--- src/rtl/spim_pkg.sv ---
// Package: shared constants, the control-word layout and the FSM state type
// for the SPI master. Assumes a 32-bit register data path.
package spim_pkg;

    localparam int WORD_W  = 32;
    localparam int NBITS_W = 6;
    localparam int EDGE_W  = NBITS_W + 1;

    localparam logic [1:0] ADDR_DIV  = 2'd0;
    localparam logic [1:0] ADDR_CTRL = 2'd1;
    localparam logic [1:0] ADDR_DATA = 2'd2;

    // Control word; the field order follows the bit positions software uses.
    typedef struct packed {
        logic               launch_on_fall;  // bit 31
        logic               sample_on_rise;  // bit 30
        logic [NBITS_W-1:0] bit_count;       // bits 29:24
        logic [23:0]        sel_mask;        // bits 23:0
    } ctrl_t;

    typedef enum logic [1:0] {
        ST_IDLE  = 2'd0,
        ST_LEAD  = 2'd1,
        ST_RUN   = 2'd2,
        ST_TRAIL = 2'd3
    } xfer_state_t;

    // Maps the raw count field to an effective count of 1..32.
    function automatic logic [NBITS_W-1:0] eff_bits(input logic [NBITS_W-1:0] f);
        if (f == '0 || f > NBITS_W'(WORD_W))
            return NBITS_W'(WORD_W);
        return f;
    endfunction

endpackage

--- src/rtl/spim_regs.sv ---
// Module: settings registers for the SPI master. Holds the divider and the
// control word, and raises a one-cycle start pulse for a write to the
// transmit address while the block is idle. Assumes DIV_W <= 32.
module spim_regs
    import spim_pkg::*;
#(
    parameter int DIV_W     = 16,
    parameter int DIV_RESET = 4
) (
    input  logic                clk,
    input  logic                rst_n,
    input  logic                wr_en,
    input  logic [1:0]          wr_addr,
    input  logic [WORD_W-1:0]   wr_data,
    input  logic                busy,
    output logic [DIV_W-1:0]    div_q,
    output ctrl_t               ctrl_q,
    output logic                start
);

    // Stores divider and control writes; either may change at any time.
    always_ff @(posedge clk) begin
        if (!rst_n) begin
            div_q  <= DIV_RESET[DIV_W-1:0];
            ctrl_q <= '0;
        end else if (wr_en) begin
            if (wr_addr == ADDR_DIV)
                div_q <= wr_data[DIV_W-1:0];
            if (wr_addr == ADDR_CTRL)
                ctrl_q <= ctrl_t'(wr_data);
        end
    end

    // Start request: a transmit write is taken only while idle.
    always_comb begin
        start = wr_en && (wr_addr == ADDR_DATA) && !busy;
    end

endmodule

--- src/rtl/spim_tick.sv ---
// Module: half-period timer. While run is high it pulses tick once every
// div+1 cycles. Assumes div stays stable while run is high.
module spim_tick #(
    parameter int DIV_W = 16
) (
    input  logic             clk,
    input  logic             rst_n,
    input  logic             run,
    input  logic [DIV_W-1:0] div,
    output logic             tick
);

    logic [DIV_W-1:0] cnt;

    // Counts cycles inside one half-period and restarts on each tick.
    always_ff @(posedge clk) begin
        if (!rst_n || !run)
            cnt <= '0;
        else if (cnt >= div)
            cnt <= '0;
        else
            cnt <= cnt + 1'b1;
    end

    // Tick marks the last cycle of a half-period.
    always_comb begin
        tick = run && (cnt >= div);
    end

    AST_CNT_BOUND: assert property (@(posedge clk) disable iff (!rst_n)
        run |-> cnt <= div);

endmodule

--- src/rtl/spim_shift.sv ---
// Module: transmit and receive shift registers. The edge modes are latched
// at load. MOSI is launched and MISO captured on the SCLK edges those modes
// select. Assumes edge_rise and edge_fall are single-cycle strobes.
module spim_shift
    import spim_pkg::*;
(
    input  logic              clk,
    input  logic              rst_n,
    input  logic              load,
    input  logic [WORD_W-1:0] load_data,
    input  logic              cfg_launch_fall,
    input  logic              cfg_sample_rise,
    input  logic              edge_rise,
    input  logic              edge_fall,
    input  logic              miso,
    output logic              mosi,
    output logic [WORD_W-1:0] rx_word
);

    logic [WORD_W-1:0] tx_q;
    logic              launch_fall_q;
    logic              sample_rise_q;
    logic              launch_now;
    logic              sample_now;

    // Selects the SCLK edges that shift out and capture in the active mode.
    always_comb begin
        launch_now = launch_fall_q ? edge_fall : edge_rise;
        sample_now = sample_rise_q ? edge_rise : edge_fall;
    end

    // Loads the word at start, then shifts MSB first on launch edges.
    always_ff @(posedge clk) begin
        if (!rst_n) begin
            tx_q          <= '0;
            mosi          <= 1'b0;
            launch_fall_q <= 1'b0;
            sample_rise_q <= 1'b0;
        end else if (load) begin
            launch_fall_q <= cfg_launch_fall;
            sample_rise_q <= cfg_sample_rise;
            if (cfg_launch_fall) begin
                mosi <= load_data[WORD_W-1];
                tx_q <= load_data << 1;
            end else begin
                mosi <= 1'b0;
                tx_q <= load_data;
            end
        end else if (launch_now) begin
            mosi <= tx_q[WORD_W-1];
            tx_q <= tx_q << 1;
        end
    end

    // Collects received bits right-aligned, newest bit in bit 0.
    always_ff @(posedge clk) begin
        if (!rst_n || load)
            rx_word <= '0;
        else if (sample_now)
            rx_word <= {rx_word[WORD_W-2:0], miso};
    end

    AST_ONE_EDGE: assert property (@(posedge clk) disable iff (!rst_n)
        !(edge_rise && edge_fall));

endmodule

--- src/rtl/spim_master.sv ---
// Module: top of the SPI master. Sequences one transfer: a leading
// half-period with selects low, 2N SCLK edges, and a trailing half-period
// before the selects are released. Divider, count and mask are captured at
// start. Assumes NUM_SS <= 24 and DIV_W <= 32.
module spim_master
    import spim_pkg::*;
#(
    parameter int NUM_SS    = 24,
    parameter int DIV_W     = 16,
    parameter int DIV_RESET = 4
) (
    input  logic              clk,
    input  logic              rst_n,
    input  logic              wr_en,
    input  logic [1:0]        wr_addr,
    input  logic [31:0]       wr_data,
    input  logic              miso,
    output logic              sclk,
    output logic              mosi,
    output logic [NUM_SS-1:0] ss_n,
    output logic              busy,
    output logic [31:0]       rd_data
);

    xfer_state_t        state;
    logic [DIV_W-1:0]   div_q;
    logic [DIV_W-1:0]   act_div;
    ctrl_t              ctrl_q;
    logic [NBITS_W-1:0] act_bits;
    logic [EDGE_W-1:0]  edge_cnt;
    logic [EDGE_W-1:0]  last_edge;
    logic               start;
    logic               tick;
    logic               edge_rise;
    logic               edge_fall;
    logic [WORD_W-1:0]  rx_word;

    spim_regs #(
        .DIV_W     (DIV_W),
        .DIV_RESET (DIV_RESET)
    ) u_regs (
        .clk     (clk),
        .rst_n   (rst_n),
        .wr_en   (wr_en),
        .wr_addr (wr_addr),
        .wr_data (wr_data),
        .busy    (busy),
        .div_q   (div_q),
        .ctrl_q  (ctrl_q),
        .start   (start)
    );

    spim_tick #(
        .DIV_W (DIV_W)
    ) u_tick (
        .clk   (clk),
        .rst_n (rst_n),
        .run   (busy),
        .div   (act_div),
        .tick  (tick)
    );

    spim_shift u_shift (
        .clk             (clk),
        .rst_n           (rst_n),
        .load            (start),
        .load_data       (wr_data),
        .cfg_launch_fall (ctrl_q.launch_on_fall),
        .cfg_sample_rise (ctrl_q.sample_on_rise),
        .edge_rise       (edge_rise),
        .edge_fall       (edge_fall),
        .miso            (miso),
        .mosi            (mosi),
        .rx_word         (rx_word)
    );

    // Decodes busy, the edge strobes and the index of the final SCLK edge.
    always_comb begin
        busy      = (state != ST_IDLE);
        edge_rise = tick && ((state == ST_LEAD) || (state == ST_RUN && !sclk));
        edge_fall = tick && (state == ST_RUN) && sclk;
        last_edge = {act_bits, 1'b0} - EDGE_W'(1);
    end

    // Transfer sequencer: drives SCLK, selects, edge count and readback.
    always_ff @(posedge clk) begin
        if (!rst_n) begin
            state    <= ST_IDLE;
            sclk     <= 1'b0;
            ss_n     <= '1;
            edge_cnt <= '0;
            act_div  <= '0;
            act_bits <= '0;
            rd_data  <= '0;
        end else begin
            case (state)
                ST_IDLE: begin
                    if (start) begin
                        act_div  <= div_q;
                        act_bits <= eff_bits(ctrl_q.bit_count);
                        ss_n     <= ~ctrl_q.sel_mask[NUM_SS-1:0];
                        edge_cnt <= '0;
                        state    <= ST_LEAD;
                    end
                end
                ST_LEAD: begin
                    if (tick) begin
                        sclk     <= 1'b1;
                        edge_cnt <= EDGE_W'(1);
                        state    <= ST_RUN;
                    end
                end
                ST_RUN: begin
                    if (tick) begin
                        sclk     <= ~sclk;
                        edge_cnt <= edge_cnt + 1'b1;
                        if (edge_cnt == last_edge)
                            state <= ST_TRAIL;
                    end
                end
                ST_TRAIL: begin
                    if (tick) begin
                        ss_n    <= '1;
                        rd_data <= rx_word;
                        state   <= ST_IDLE;
                    end
                end
                default: state <= ST_IDLE;
            endcase
        end
    end

    AST_IDLE_SS_HIGH: assert property (@(posedge clk) disable iff (!rst_n)
        !busy |-> &ss_n);

    AST_IDLE_SCLK_LOW: assert property (@(posedge clk) disable iff (!rst_n)
        !busy |-> !sclk);

    AST_SCLK_ON_TICK: assert property (@(posedge clk) disable iff (!rst_n)
        !$stable(sclk) |-> $past(tick));

    AST_EDGE_LIMIT: assert property (@(posedge clk) disable iff (!rst_n)
        busy |-> edge_cnt <= {act_bits, 1'b0});

    AST_BUSY_WRITE_IGNORED: assert property (@(posedge clk) disable iff (!rst_n)
        (busy && wr_en && wr_addr == ADDR_DATA) |=> (!busy || ss_n == $past(ss_n)));

endmodule

--- config.mk ---
export PLATFORM = sky130hd
export DESIGN_NAME = spim_master
export DESIGN_NICKNAME = d
export VERILOG_FILES = /design/src/rtl/spim_pkg.sv /design/src/rtl/spim_regs.sv /design/src/rtl/spim_tick.sv /design/src/rtl/spim_shift.sv /design/src/rtl/spim_master.sv
export SDC_FILE = /design/constraint.sdc
export NUM_CORES = 1
export LEC_CHECK = 0
export ABC_AREA = 0
export ABC_CLOCK_PERIOD_IN_PS = 2600
export BUFFER_PORTS_ARGS = -buffer_cell sky130_fd_sc_hd__buf_2
export CORE_MARGIN = 2
export CORE_UTILIZATION = 53
export CTS_CLUSTER_DIAMETER = 120
export CTS_CLUSTER_SIZE = 25
export DETAILED_ROUTE_END_ITERATION = 8
export PLACE_DENSITY = 0.8
export SYNTH_ARGS = -nofsm -noshare
export SYNTH_HDL_FRONTEND = slang
export SYNTH_SLANG_ARGS = --single-unit
--- constraint.sdc ---
create_clock -name clk -period 2.6 [get_ports clk]
set_clock_uncertainty 0.15 [all_clocks]
set_input_delay 0.26 -clock clk [delete_from_list [all_inputs] [get_ports clk]]
set_output_delay 0.26 -clock clk [all_outputs]
set_load 0.005 [all_outputs]
# Word-level counts from Yosys, hierarchy flattened
# Index checks and enable logic that the tools add are counted.
[classes] eq_ne=11 bitwise=2 n_addsub=3 n_reduce_logical=31 order_cmp=2 mux=30
[op_table] operator="$mux 32" n=3
[op_table] operator="$mux 24" n=2
[op_table] operator="$pmux 24 s2" n=1
[op_table] operator="$not 24->24" n=1
[op_table] operator="$mux 7" n=3
[op_table] operator="$pmux 7 s3" n=1
[op_table] operator="$add 16x1->16 const B" n=1
[op_table] operator="$ge 16x16->1" n=1
[op_table] operator="$mux 6" n=2
[op_table] operator="$mux 1" n=11
[op_table] operator="$mux 2" n=5
[op_table] operator="$pmux 2 s4" n=1
[op_table] operator="$reduce_and 2->1" n=4
[op_table] operator="$reduce_bool 2->1" n=4
[op_table] operator="$add 7x1->7 const B" n=1
[op_table] operator="$eq 7x7->1" n=1
[op_table] operator="$logic_and 1x1->1" n=7
[op_table] operator="$sub 7x1->7 const B" n=1
[op_table] operator="$eq 2x2->1 const B" n=3
[op_table] operator="$gt 6x6->1 const B" n=1
[op_table] operator="$logic_not 6->1" n=1
[op_table] operator="$ne 2x2->1 const B" n=3
[op_table] operator="$reduce_and 3->1" n=2
[op_table] operator="$reduce_and 5->1" n=1
[op_table] operator="other kinds (10)" n=18
[totals] wordCells=97 reg_bits=219

# Longest topological paths before layout
# Gate-level depths: netlist (run 1).
[depth] depth_word=7 ltp_mapped=10 ltp_nobuf=8

# By module
# Synthesis (run 1) repeated with hierarchy kept, for this count alone.
[unflattened] hier_cells=1094 area_unflattened_um2=9781.9
[modules_own_cells] module="spim_master" area_per_inst_um2=3703.6 n_inst=1 cells_each=441
[modules_own_cells] module="spim_shift" area_per_inst_um2=2994.1 n_inst=1 cells_each=330
[modules_own_cells] module="spim_regs" area_per_inst_um2=1888.1 n_inst=1 cells_each=195
[modules_own_cells] module="spim_tick" area_per_inst_um2=1196.1 n_inst=1 cells_each=128

# Least setup slack after synthesis (run 1)
# No wires, ideal clock.
[synth_path] kind="register to register" start="register u_tick.cnt[0]" end="register ss_n[14]" stages_incl_launch_ff=10 arrival_time_ns=2.206 slack_ns=0.107 setup_time_ns=0.137 required_time_ns=2.313 cell_sequence="dfxtp_1 > inv_1 > ha_1 > nand2b_1 > a2111o_1 > a32oi_2 > a21oi_1 > nand2_1 > buf_2 > a32oi_1"
[synth_via] elab_chain_len=4
[synth_rtl] item="start, declared" line="spim_tick.sv:13" rtl="logic [DIV_W-1:0] cnt;"
[synth_rtl] item="start signal, assigned" line="spim_tick.sv:22" rtl="cnt <= cnt + 1'b1;"
[synth_rtl] item="$ge 16x16->1" line="spim_tick.sv:27" rtl="tick = run && (cnt >= div);"
[synth_rtl] item="$logic_and 1x1->1" line="spim_tick.sv:27"
[synth_rtl] item="$ne 2x2->1 (no source line)"
[synth_rtl] item="$reduce_and 3->1 (no source line)"
[synth_rtl] item="end signal, assigned" line="spim_master.sv:101" rtl="ss_n <= ~ctrl_q.sel_mask[NUM_SS-1:0];"
[synth_rtl] item="end, declared" line="spim_master.sv:20" rtl="output logic [NUM_SS-1:0] ss_n,"
# Every way passes these cells.
# A chain may end at the register's enable or synchronous reset.

# Final worst setup path (run 1)
[layout_path] start="register act_div[15]" end="register edge_cnt[4]"
[layout_via] elab_chain_len=4
[layout_rtl] item="start, declared" line="spim_master.sv:27" rtl="logic [DIV_W-1:0] act_div;"
[layout_rtl] item="start signal, assigned" line="spim_master.sv:99" rtl="act_div <= div_q;"
[layout_rtl] item="$ge 16x16->1 *" line="spim_tick.sv:27"
[layout_rtl] item="$logic_and 1x1->1 *" line="spim_tick.sv:27"
[layout_rtl] item="$ne 2x2->1 (no source line)"
[layout_rtl] item="$reduce_and 4->1 (no source line) *"
[layout_rtl] item="end signal, assigned" line="spim_master.sv:116" rtl="edge_cnt <= edge_cnt + 1'b1;"
[layout_rtl] item="end, declared" line="spim_master.sv:30" rtl="logic [EDGE_W-1:0] edge_cnt;"
# Every way passes the cells marked *; elsewhere a longest branch is shown, timed or not.

==> results_dict.tcl, run 1 <==
set metrics [dict create \
    ioPinCount 97 \
    synthDistinctLibCells 53 \
    synthCells 1065 \
    fin_nets 1252 \
    arrival_ps 2890 \
    fin_crit_sh 1.02 \
    synth_area_leaders "dfxtp_1 47%, nand2_1 7.9%, mux2i_1 7.1%" \
    synth_seq_cells 219 \
    synthToLayoutAreaGrowth_pct 23.8 \
    grt_pass1_wl_um 37500 \
    period_minus_slack_ps 2640 \
    start_util 0.540 \
    drc 0 \
    io_buffer_count 96 \
    viasPerCell 5.84 \
    fin_cells 1416 \
    fillers 1239 \
    critPathKind "register to register" \
    leakagePower_uw 0.00405 \
    yosys.area.top_type_share 0.471 \
    ir_drop_uv 486 \
    dp_hpwl_um 14200 \
    drv_slew 0 \
    synth_ff_type "dfxtp_1" \
    hold_viol 0 \
    drive_gt1_frac 0.239 \
    wl_um 25500 \
    cp-start-kind "register" \
    core-area_um2 17200 \
    status "finished, violations left" \
    worstSkewPairLatency_ps 490 \
    ys_warn_count 0 \
    netlist_top_cells_count "219 x dfxtp_1, 196 x nand2_1, 112 x a21oi_1, 66 x mux2i_1, 65 x o21ai_0" \
    use_met3 0.0337 \
    hold_path_class "input pin to register" \
    globalRouteTotalUtil 0.248 \
    die_area_um2 18600 \
    cts_sinks 219 \
    synthMuxAreaShare 0.109 \
    worstMarginPinSlew_ps 867 \
    firstDrtPassIters 5 \
    synth_compound_area_frac 0.151 \
    use_met2 0.420 \
    synth_fa_ha_area_frac 0.0309 \
    busiest_layer "met2" \
    worst_setup_path_end_kind "register" \
    synth.net_count 1126 \
    async_flop_share 0 \
    post_drt_wl_per_cell_um 18.0 \
    grt_pass1_vias 7592 \
    first_iter_violations 754 \
    layout_setup_ws_ps -42.1 \
    synth_edf_count 0 \
    fp-row-count 48 \
    antenna_found_initial 0 \
    rrSetupSlack_ps -40 \
    synthSimpleGateAreaFrac 0.171 \
    syn_avg_cell_area_um2 8.74 \
    path_clk_slew_ps 110 \
    root_buffer "clkbuf_16" \
    die_w_um 136 \
    cts_tree "built" \
    grt_max_degree 89 \
    synth.cell_area_um2 9300 \
    antenna_cells 0 \
    grt_use_met1 0.309 \
    maxCapViolations 0 \
    rsz0062_at_grt "yes" \
    synth_top_family_by_area "simple AND/OR/NAND/NOR gates" \
    vias 8275 \
    synth.most_common_cell "dfxtp_1" \
    slew_headroom 0.422 \
    synth_top_area_cell "dfxtp_1" \
    worstPathRequired_ps 2850 \
    multiInputGateArea_um2 4860 \
    stdcell_area_um2 11500 \
    htree_levels 1 \
    synthXorXnorAreaFrac 0.0207 \
    place_congestion 0.857 \
    ys_seq_area_frac 0.471 \
    dp.cells 1347 \
    cts_made_buffers 12 \
    cp_max_fo 5 \
    clk_path_buf_depth 3 \
    setup_viol_count_final 17 \
    max_freq_ghz 0.378 \
    ant_nets 0 \
    power_density_nw_per_um2 603 \
    placed_area_um2 10100 \
    grt_overflow 0 \
    violations "setup timing" \
    regArea_um2 4400 \
    die_y_um 136 \
]
sequential cells by signal (all words and copies together), names as in the netlist, 2 cells and up:
register	flops
act_div	16
u_regs.ctrl_q	32
ss_n	24
u_shift.tx_q	32
u_regs.div_q	16
u_tick.cnt	16
rd_data	32
edge_cnt	7
state	2
u_shift.rx_word	32
act_bits	6
kinds of logic after synthesis:
kind of cell / count (synthesis)
simple gates: 366
compound gates: 235
flops: 219
buf+inv: 103
fa+ha+maj: 23
mux: 97
xor+xnor: 22
what timing repair did:
| item | CTS | global route |
|---|---|---|
| hold endpoints to repair | 47 | 0 |
| endpoints found under the setup margin | 101 | 130 |
| cloned | 3 | 7 |
| buffers inserted | 5 | 8 |
| resized for setup | 23 | 98 |
| pin swaps | 9 | 33 |
| hold buffers | 33 | 0 |
layer usage:
| metal | wire, um | up-vias |
|---|---|---|
| li1 | - | 3939 |
| met1 | 10600 | 3925 |
| met2 | 12400 | 325 |
| met3 | 1330 | 86 |
| met4 | 1200 | 0 |
| met5 | 0 | - |
cell type report:
type / instances / share of cell area
well taps: 225 / 0.0244
inverters: 28 / 0.00913
flip-flops and latches: 219 / 0.382
clock inverters: 1 / 0.000760
multi-input cells: 743 / 0.422
clock buffers: 13 / 0.0282
repair buffers: 187 / 0.134
worst paths after layout:
| path | to | startpoint | cells past startpoint |
|---|---|---|---|
| setup / recovery | edge_cnt[4] | act_div[15] | 9 |
| hold reg to reg | ss_n[13] | u_regs.ctrl_q[13] | 1 |
| hold / removal | edge_cnt[2] | rst_n | 3 |
| setup reg to reg | edge_cnt[4] | act_div[15] | 9 |
worst max-delay path, stage by stage, from the launching register on:
cell,delay (ps)
dfxtp_2,350
inv_2,40
ha_4,260
nand4_1,210
a211oi_2,280
a32oi_4,200
a21o_1,260
buf_6,140
or4_1,530
o211ai_1,120
cells in the final DEF, fill, tap and decap left out, types with 12 or more instances in the layout:
cell,instances
mux2i_1,65
dfxtp_2,12
inv_1,22
nand2_1,196
buf_2,95
buf_4,37
o21ai_1,26
dlygate4sd3_1,33
o21ai_0,37
a21oi_1,111
nor3_1,25
mux2_2,31
ha_1,17
nor2_1,59
a32oi_1,24
xnor2_1,12
clkbuf_16,19
dfxtp_1,207
nand3_2,27
power breakdown:
part | internal, uW | total [uW] | switching [uW]
Combinational | 567 | 1380 | 814
Sequential | 3480 | 3570 | 83.2
Clock | 905 | 2000 | 1100
Total | 4950 | 6950 | 2000
stage by stage:
stage | worst slack (ps) | power (uW) | hold WS (ps) | util | setup TNS, ps
after CTS | -25.0 | 6780 | 54.5 | 0.636 | -95.8
after global placement | -34.5 | 4740 | 286 | 0.585 | -975
final | -42.1 | 6950 | 110 | 0.668 | -207
after detailed placement | -148 | 4770 | 289 | 0.585 | -7310
after global routing | -195 | 7190 | 107 | 0.668 | -10800
after floorplan | 107 | 4440 | 234 | - | 0
No activity file was read; power rests on OpenSTA's default activity.
==> run 2, diff against run 1 <==
--- a/config.mk
+++ b/config.mk
@@ -16,4 +16,5 @@
 export PLACE_DENSITY = 0.8
 export SYNTH_ARGS = -nofsm -noshare
 export SYNTH_HDL_FRONTEND = slang
+export SYNTH_HIERARCHICAL = 1
 export SYNTH_SLANG_ARGS = --single-unit
==> run 2 against run 1 <==
Effect of this change:
- largest power group unchanged
- worst hold slack got worse by 97 ps
- core utilization decreased by 1.3 points
- the flow still finishes with violations (setup timing)
- via count decreased by 3.3%
- global-route usage decreased by 2.2 points
- synthesized area increased by 5.1%
- largest cell class unchanged
==> results_dict.tcl, run 2 <==
set metrics [dict create \
    async_flop_share 0 \
    period_minus_slack_ps 2760 \
    grt_pass1_vias 7621 \
    io_buffer_count 96 \
    ys_warn_count 6 \
    p_comb_frac 0.192 \
    syn_avg_cell_area_um2 8.94 \
    grt_pass1_wl_um 37200 \
    setup_viol_count_final 88 \
    antenna_found_initial 0 \
    place_congestion 0.807 \
    first_iter_violations 479 \
    globalRouteTotalUtil 0.226 \
    cp-start-kind "register" \
    worstSkewPairLatency_ps 470 \
    core-area_um2 18000 \
    power_switching_uw 1900 \
    setup_tns_ps -6380 \
    post_drt_wl_per_cell_um 16.5 \
    synth_top_family_by_area "simple AND/OR/NAND/NOR gates" \
    synth.most_common_cell "nand2_1" \
    cts_tree "built" \
    synth.cell_area_um2 9780 \
    critPathKind "register to register" \
    worstMarginPinSlew_ps 774 \
    swShare 0.277 \
    cp_max_fo 8 \
    synth_edf_count 0 \
    drc 0 \
    cts_sinks 219 \
    start_util 0.543 \
    worst_setup_path_end_kind "register" \
    die_w_um 140 \
    firstDrtPassIters 5 \
    worstPathRequired_ps 2810 \
    synthCells 1094 \
    status "finished, violations left" \
    synth_compound_area_frac 0.134 \
    hp-start "wr_addr[0]" \
    grt_overflow 0 \
    rsz0062_at_grt "yes" \
    maxCapViolations 0 \
    vias 7998 \
    synth_area_leaders "dfxtp_1 45%, nand2_1 11%, mux2i_1 8.5%" \
    fin_crit_sh 1.06 \
    fin_cells 1450 \
    htree_levels 1 \
    yosys.area.top_type_share 0.448 \
    hold_viol 0 \
    ir_drop_uv 634 \
    rr_startpoint "u_tick/cnt[0]" \
    slew_headroom 0.483 \
    synthMuxAreaShare 0.123 \
    synthToLayoutAreaGrowth_pct 20.7 \
    ant_nets 0 \
    holdWs_ps 12.2 \
    seq_power_share 0.519 \
    drv_slew 0 \
    synth_fa_ha_area_frac 0.0294 \
    power_density_nw_per_um2 582 \
    clkPwrFrac 0.289 \
    path_clk_slew_ps 100 \
    hold_path_class "input pin to register" \
    synth_ff_type "dfxtp_1" \
    dp_hpwl_um 14300 \
    die_area_um2 19600 \
    mostFrequentLayoutCell "nand2_1" \
    die_y_um 140 \
    ys_seq_area_frac 0.448 \
    viasPerCell 5.52 \
    cts_made_buffers 12 \
    fin_util 0.655 \
    fin_nets 1282 \
    synth.net_count 1155 \
    layout_setup_ws_ps -158 \
    dp.cells 1392 \
    antenna_cells 0 \
    root_buffer "clkbuf_16" \
    synthDistinctLibCells 58 \
    drive_gt1_frac 0.235 \
    final_cell_mix "274 x nand2_1, 207 x dfxtp_1, 95 x buf_2, 80 x mux2i_1, 65 x a21oi_1" \
    leakagePower_uw 0.00451 \
    fp-row-count 49 \
    synth_seq_cells 219 \
    ioPinCount 97 \
    grt_max_degree 141 \
    violations "setup timing" \
    cp-startpoint "u_tick/cnt[0]" \
    synthSimpleGateAreaFrac 0.192 \
    clk_path_buf_depth 3 \
    synth_top_area_cell "dfxtp_1" \
    synthXorXnorAreaFrac 0.0215 \
    wl_um 24000 \
    netlist_top_cells_count "288 x nand2_1, 219 x dfxtp_1, 83 x mux2i_1, 73 x a21oi_1, 59 x o21ai_0" \
    max_freq_ghz 0.363 \
    p_int_uw 4960 \
    arrival_ps 2970 \
]
## run 2: cells by family after synthesis
group                    Yosys count
XOR/XNOR                          24
adder cells (fa/ha/maj)           23
AND/OR/NAND/NOR                  406
multiplexers                     115
buffers and inverters             99
AO/OA/AOI/OAI                    208
flip-flops                       219
## run 2: cell type report
class / instances / area [um^2]
fill: 1416 / 6210
multi-input combinational: 776 / 5180
sequential: 219 / 4400
timing repair buffer: 186 / 1510
clock buffer: 13 / 325
tap: 229 / 287
inverter: 26 / 97.6
clock inverter: 1 / 8.76
## run 2: final timing paths
check                        end  slack (ps)  cells past startpoint
min              u_regs/div_q[2]          10                      3
max reg2reg  u_shift/rx_word[21]        -160                     13
max          u_shift/rx_word[21]        -160                     13
min reg2reg          rd_data[31]         300                      2
## run 2: through the flow
step	cell area, um^2	power (uW)	setup WS (ps)
6_report	11800	6870	-158
5_1_grt	11800	7130	-245
4_1_cts	11500	6690	-125
3_5_place_dp	10600	4660	-248
3_3_place_gp	10600	4650	-127
2_1_floorplan	9830	4380	-285
## run 2: timing repair
item | in CTS | in global routing
endpoints found under the hold margin | 38 | 0
buffers inserted | 2 | 5
hold buffers | 31 | 0
pin swaps | 9 | 15
resized for setup | 28 | 69
cloned | 2 | 5
endpoints found under the setup margin | 130 | 128
## run 2: critical path, cell delays in order (launching register included)
cell and delay [ps]:
dfxtp_2 350, inv_2 40, ha_4 190, nand2b_4 140
a2111oi_4 290, o21a_2 200, o31ai_4 80, and2_4 190
and3_4 190, buf_4 140, mux2_4 330, clkbuf_16 190
nand2_1 80, a21oi_1 80
## run 2: power by group through the flow
stage               clock network (uW)  logic (uW)  registers (uW)
detailed placement                   0        1030            3630
global route                      2140        1400            3580
global placement                     0        1020            3630
CTS                               2020        1120            3560
finish                            1980        1320            3570
floorplan                            0         763            3620
## run 2: metal layers
layer / share of wire / vias to the layer above / routed length (um) / GRT usage
met4: 0.024 / 0 / 583 / 0.0658
met5: 0 / - / 0 / 0
li1: - / 3937 / - / -
met2: 0.50 / 227 / 12000 / 0.397
met3: 0.048 / 39 / 1140 / 0.0296
met1: 0.43 / 3795 / 10300 / 0.291
